## config.mk

```make
export PLATFORM = sky130hd
export DESIGN_NAME = mocr_bank
export DESIGN_NICKNAME = d
export VERILOG_FILES = /design/src/rtl/mocr_pkg.sv /design/src/rtl/mocr_pair_cell.sv /design/src/rtl/mocr_object.sv /design/src/rtl/mocr_irq_gen.sv /design/src/rtl/mocr_bank.sv
export SDC_FILE = /design/constraint.sdc
export NUM_CORES = 1
export LEC_CHECK = 0
export BUFFER_PORTS_ARGS = -buffer_cell sky130_fd_sc_hd__buf_2
export CAP_MARGIN = 20
export CELL_PAD_IN_SITES_DETAIL_PLACEMENT = 0
export CELL_PAD_IN_SITES_GLOBAL_PLACEMENT = 1
export CORE_MARGIN = 2
export CORE_UTILIZATION = 39
export DETAILED_ROUTE_END_ITERATION = 10
export GPL_TIMING_DRIVEN = 1
export PLACE_DENSITY = 0.92
export SLEW_MARGIN = 15
export SYNTH_ARGS = -nofsm -noshare
export SYNTH_HDL_FRONTEND = slang
export SYNTH_SLANG_ARGS = --single-unit
```

## constraint.sdc

```tcl
create_clock -name clk -period 2 [get_ports clk]
set_input_delay 0.2 -clock clk [delete_from_list [all_inputs] [get_ports clk]]
set_output_delay 0.2 -clock clk [all_outputs]
set_load 0.03 [all_outputs]
```

## src/rtl/mocr_pkg.sv

```systemverilog
package mocr_pkg;
  localparam int FLAGS = 4;
  localparam int WORD_W = 2 * FLAGS;

  // Flag index k lives in bits [2k+1:2k]; the order is the word layout.
  localparam int F_PEND  = 0;
  localparam int F_RXIE  = 1;
  localparam int F_TXIE  = 2;
  localparam int F_VALID = 3;

  typedef enum logic [1:0] {
    PW_HOLD0 = 2'b00,
    PW_CLR   = 2'b01,
    PW_SET   = 2'b10,
    PW_HOLD1 = 2'b11
  } pair_wr_e;
endpackage

```

## src/rtl/mocr_pair_cell.sv

```systemverilog
module mocr_pair_cell (
  input  logic       clk,
  input  logic       rst_n,
  input  logic       wr_stb,
  input  logic [1:0] wr_pair,
  input  logic       hw_set,
  output logic       flag
);
  import mocr_pkg::*;

  logic q;

  // Control flag: deliberately not reset.
  always_ff @(posedge clk) begin
    if (hw_set)
      q <= 1'b1;
    else if (wr_stb && pair_wr_e'(wr_pair) == PW_SET)
      q <= 1'b1;
    else if (wr_stb && pair_wr_e'(wr_pair) == PW_CLR)
      q <= 1'b0;
  end

  assign flag = q;

  p_set_r2: assert property (@(posedge clk) disable iff (!rst_n)
    (wr_stb && wr_pair == 2'b10) |=> flag);
  p_clear_r2: assert property (@(posedge clk) disable iff (!rst_n)
    (wr_stb && wr_pair == 2'b01 && !hw_set) |=> !flag);
  p_hold_r3: assert property (@(posedge clk) disable iff (!rst_n)
    (!hw_set && (!wr_stb || wr_pair == 2'b00 || wr_pair == 2'b11)) |=> $stable(flag));
  p_hw_wins_r11: assert property (@(posedge clk) disable iff (!rst_n)
    hw_set |=> flag);
endmodule

```

## src/rtl/mocr_object.sv

```systemverilog
module mocr_object
  import mocr_pkg::*;
(
  input  logic              clk,
  input  logic              rst_n,
  input  logic              wr_stb,
  input  logic [WORD_W-1:0] wr_data,
  input  logic              tx_ok,
  input  logic              rx_ok,
  input  logic              is_tx,
  input  logic              glb_ie,
  output logic [WORD_W-1:0] word,
  output logic              valid,
  output logic              tx_hit,
  output logic              rx_hit
);
  logic [FLAGS-1:0] fl;
  logic             hit_any;

  assign tx_hit  = tx_ok &  is_tx & fl[F_TXIE] & glb_ie;
  assign rx_hit  = rx_ok & ~is_tx & fl[F_RXIE] & glb_ie;
  assign hit_any = tx_hit | rx_hit;
  assign valid   = fl[F_VALID];

  for (genvar k = 0; k < FLAGS; k++) begin : g_pair
    logic hw;
    if (k == F_PEND) begin : g_hw
      assign hw = hit_any;
    end else begin : g_sw
      assign hw = 1'b0;
    end

    mocr_pair_cell u_cell (
      .clk     (clk),
      .rst_n   (rst_n),
      .wr_stb  (wr_stb),
      .wr_pair (wr_data[2*k+1 -: 2]),
      .hw_set  (hw),
      .flag    (fl[k])
    );

    assign word[2*k+1 -: 2] = {fl[k], ~fl[k]};
  end

  p_pend_after_tx_r5: assert property (@(posedge clk) disable iff (!rst_n)
    tx_hit |=> word[1:0] == 2'b10);
  p_pend_after_rx_r6: assert property (@(posedge clk) disable iff (!rst_n)
    rx_hit |=> word[1:0] == 2'b10);
  p_one_dir_r7: assert property (@(posedge clk) disable iff (!rst_n)
    !(tx_hit && rx_hit));
endmodule

```

## src/rtl/mocr_irq_gen.sv

```systemverilog
module mocr_irq_gen #(
  parameter int NOBJ = 15
) (
  input  logic          clk,
  input  logic          rst_n,
  input  logic [NOBJ:1] tx_hit,
  input  logic [NOBJ:1] rx_hit,
  input  logic          frame_ok,
  input  logic          stat_ie,
  output logic [NOBJ:1] tx_irq,
  output logic [NOBJ:1] rx_irq,
  output logic          stat_irq
);
  always_ff @(posedge clk) begin
    if (!rst_n) begin
      tx_irq   <= '0;
      rx_irq   <= '0;
      stat_irq <= 1'b0;
    end else begin
      tx_irq   <= tx_hit;
      rx_irq   <= rx_hit;
      stat_irq <= frame_ok & stat_ie;
    end
  end

  p_stat_fire_r9: assert property (@(posedge clk) disable iff (!rst_n)
    (frame_ok && stat_ie) |=> stat_irq);
  p_stat_quiet_r9: assert property (@(posedge clk) disable iff (!rst_n)
    !(frame_ok && stat_ie) |=> !stat_irq);
  p_rx_pulse_r6: assert property (@(posedge clk) disable iff (!rst_n)
    (rx_hit != '0) |=> (rx_irq != '0));
endmodule

```

## src/rtl/mocr_bank.sv

```systemverilog
module mocr_bank
  import mocr_pkg::*;
#(
  parameter int NOBJ = 15,
  parameter int AW   = $clog2(NOBJ + 1)
) (
  input  logic              clk,
  input  logic              rst_n,
  input  logic              wr_en,
  input  logic [AW-1:0]     wr_addr,
  input  logic [WORD_W-1:0] wr_data,
  input  logic              rd_en,
  input  logic [AW-1:0]     rd_addr,
  output logic [WORD_W-1:0] rd_data,
  input  logic [NOBJ:1]     tx_ok,
  input  logic [NOBJ:1]     rx_ok,
  input  logic [NOBJ:1]     obj_is_tx,
  input  logic              frame_ok,
  input  logic              glb_ie,
  input  logic              stat_ie,
  output logic [NOBJ:1]     obj_valid,
  output logic [NOBJ:1]     tx_irq_vec,
  output logic [NOBJ:1]     rx_irq_vec,
  output logic              stat_irq
);
  logic [NOBJ:1][WORD_W-1:0] words;
  logic [NOBJ:1]             tx_hit, rx_hit;
  logic [WORD_W-1:0]         rd_sel;

  for (genvar i = 1; i <= NOBJ; i++) begin : g_obj
    mocr_object u_obj (
      .clk     (clk),
      .rst_n   (rst_n),
      .wr_stb  (wr_en && wr_addr == AW'(i)),
      .wr_data (wr_data),
      .tx_ok   (tx_ok[i]),
      .rx_ok   (rx_ok[i]),
      .is_tx   (obj_is_tx[i]),
      .glb_ie  (glb_ie),
      .word    (words[i]),
      .valid   (obj_valid[i]),
      .tx_hit  (tx_hit[i]),
      .rx_hit  (rx_hit[i])
    );
  end

  always_comb begin
    rd_sel = '0;
    for (int i = 1; i <= NOBJ; i++)
      if (rd_addr == AW'(i)) rd_sel = words[i];
  end

  always_ff @(posedge clk) begin
    if (!rst_n)
      rd_data <= '0;
    else if (rd_en)
      rd_data <= rd_sel;
  end

  mocr_irq_gen #(.NOBJ(NOBJ)) u_irq (
    .clk      (clk),
    .rst_n    (rst_n),
    .tx_hit   (tx_hit),
    .rx_hit   (rx_hit),
    .frame_ok (frame_ok),
    .stat_ie  (stat_ie),
    .tx_irq   (tx_irq_vec),
    .rx_irq   (rx_irq_vec),
    .stat_irq (stat_irq)
  );

  p_rd_pairs_r4: assert property (@(posedge clk) disable iff (!rst_n)
    (rd_en && rd_addr != '0 && int'(rd_addr) <= NOBJ) |=>
      ((rd_data[7] ^ rd_data[6]) && (rd_data[5] ^ rd_data[4]) &&
       (rd_data[3] ^ rd_data[2]) && (rd_data[1] ^ rd_data[0])));
  p_rd_zero_r1: assert property (@(posedge clk) disable iff (!rst_n)
    (rd_en && rd_addr == '0) |=> rd_data == '0);
  p_glb_gate_r8: assert property (@(posedge clk) disable iff (!rst_n)
    (tx_irq_vec != '0 || rx_irq_vec != '0) |-> $past(glb_ie));
endmodule

```

==> flow_summary.ini <==
[run_status]
status = completed

[clocking]
cts_tree = yes
clk_latency_ps = 350
clock_path_buffers = 2
clk_pin_slew_ps = 70
post_cts_resized = 0
ctsHoldBuffers = 0
cts_setup_buffers = 0
cts_root_buffer = clkbuf_16
htreeDepth = 3
clkSinkCount = 99
cts_inserted_buffers = 9

[yosys]
synth_nets = 748
synth-edff-count = 0
ys_seq_elements = 99
ys_warn_count = 0
syn_area_per_cell_um2 = 7.487
seq_area_frac_synth = 0.3893
synth_area_mm2 = 0.005091
syn_inst = 680
yosys_most_used_dff = dfxtp_1
yosysUniqueCellTypes = 42
synthArstFlopShare = 0

[routing]
finalWirelength_um = 17200
drc_errors = 0
wl_per_cell_um = 18.20
firstDrtPassIters = 5
initialDrtViolationCount = 466
vias_per_cell = 5.768
vias = 5451
drtAntennaViolNets = 0

[floorplan]
die-area_mm2 = 0.01398
num_io_pins = 122
die_h_um = 118.3
start_util = 0.4018
std_cell_rows = 41
die_width_um = 118.3
core_area_mm2 = 0.01267

[global_route]
met2_usage = 0.3475
antenna_found_initial = 0
grt_pass1_wl_um = 26860
grt_max_degree = 31
grt_pass1_vias = 4939
grt-busiest-layer = met1
grtUsageMet3 = 0.04392
grt_use_met1 = 0.3594
grt_use_total = 0.2415
grt-ovfl-total = 0

[sta]
final-setup-viol-count = 0
period_needed_ps = 1538
slew_headroom = 0.6305
rsz0062_at_grt = false
slew_viol_final = 0
skew_ps = 7.614
fin_hold_ws_ps = 38.36
tightest_slew_ps = 550.0
max_freq_mhz = 650.0
hold_viol_final = 0
setup_tns_ps = 0
setup_ws_ps = 461.5
period_share = 0.7692

[pwr]
power.density_mw_per_mm2 = 828.1
total_power_w = 0.005026
p_leak_nw = 2.536
ir_drop_uv = 457.9

[finish]
antennaDiodeCount = 0
final_nets = 836
synthToLayoutAreaGrowth_pct = 19.22
mostFrequentLayoutCell = o21ai_0
drive_gt1_frac = 0.2199
final_cell_mix = 141 x o21ai_0, 121 x buf_2, 99 x dfxtp_1, 71 x a21oi_1, 66 x nor2_1

[setup_path]
required_ps = 2220
slowest_delay_ps = 480
crit_arrival_ps = 1760
crit_path_end_kind = flip-flop
ff2ff_path_depth = 4
cp-start-kind = flip-flop
path_max_fanout = 5
worst-setup-path-type = reg2reg
crit_path_cell_trace = inv_1 -> o311a_1 -> o311ai_1 -> a31oi_1
slowest_stage = dfxtp_1

[placed_design]
place_ws_ps = 288.9
place.gp.congestion = 0.9834
port_buffers = 121
post-dp-hpwl_um = 13360

[job]
timing.max_cap.violations = 0

[worst_hold_path]
min_path_cells = 2
hp-class = in2reg
logic make-up (layout without fill, tap and decap cells):
family	count (synthesis)	count (layout)	synth area share
flip-flops	99	99	0.3893
AO/OA/AOI/OAI	277	277	0.3077
multiplexers	17	17	0.03588
AND/OR/NAND/NOR	221	221	0.2028
buffers and inverters	66	159	0.06439
cells in the mapped netlist, drive strengths merged, types with 2 or more instances:
cell type  count  area, µm²
a211oi         3      22.52
o22ai         16      100.1
a21oi         71      355.3
a221oi         7      61.31
nand3b         2      15.01
or3b           2      20.02
inv            8      30.03
dfxtp         99       1982
nand2b        18      120.1
or2            7      43.79
and3           2      12.51
mux2          10      112.6
clkbuf        27      101.4
o221ai         7      61.31
o32ai          7      61.31
nand2         60      225.2
o21ai        141      705.7
nor2          66      247.7
a32oi          4      35.03
a22o           2      17.52
nor3          24      120.1
nand3         19      95.09
nor2b         11      68.82
o21a           6      45.04
buf           31      196.4
o31a           3      26.28
a31oi          6      37.54
mux2i          7      70.07
or3            5      31.28
and2           3      18.77
through the flow:
| step | util | instances | area, µm² |
|---|---|---|---|
| detailed placement | 0.4514 | 929 | 5719 |
| global route | 0.4790 | 945 | 6070 |
| floorplan | - | 680 | 5091 |
| global placement | 0.4514 | 929 | 5719 |
| finish | 0.4790 | 945 | 6070 |
| CTS | 0.4790 | 945 | 6070 |
flip-flops by register name (all words and copies together), names as in the netlist:
name	flops
u_irq.stat_irq	1
u_irq.rx_irq	15
g_obj.u_obj.g_pair.u_cell.flag	60
rd_data	8
u_irq.tx_irq	15
metal layers:
metal / up-vias / wire length (µm)
met3: 35 / 1616
met5: - / 0
met4: 0 / 333
met1: 2499 / 7981
met2: 294 / 7269
li1: 2623 / -
layout make-up:
type	count	area [µm²]
flip-flops and latches	99	1982
well taps	172	215.2
clock inverters	5	107.6
inverters	8	30.03
clock buffers	11	242.7
repair buffers	135	710.7
fillers	1274	6601
multi-input cells	515	2781
power by group:
group / internal, W / switching, W
combinational: 0.000281 / 0.000449
sequential: 0.00209 / 0.000131
clock: 0.00127 / 0.000804
critical path, delay by kind of cell (launching register included):
family,cells,cell delay (ps)
compound gates,3,840
buf+inv,1,110
flops,1,480
path summary, 6_finish.rpt:
check | startpoint | slack, ps | to
worst min register to register | rd_data[6]$_SDFFE_PN0P_ | 490 | rd_data[6]$_SDFFE_PN0P_
worst min-delay path | obj_is_tx[9] | 40 | u_irq.rx_irq[9]$_SDFF_PN0_
worst max-delay path | g_obj[2].u_obj.g_pair[3].u_cell.flag$_SDFFE_PP1P_ | 460 | rd_data[6]$_SDFFE_PN0P_
worst max register to register | g_obj[2].u_obj.g_pair[3].u_cell.flag$_SDFFE_PP1P_ | 460 | rd_data[6]$_SDFFE_PN0P_
Power figures use the tool's default switching activity.
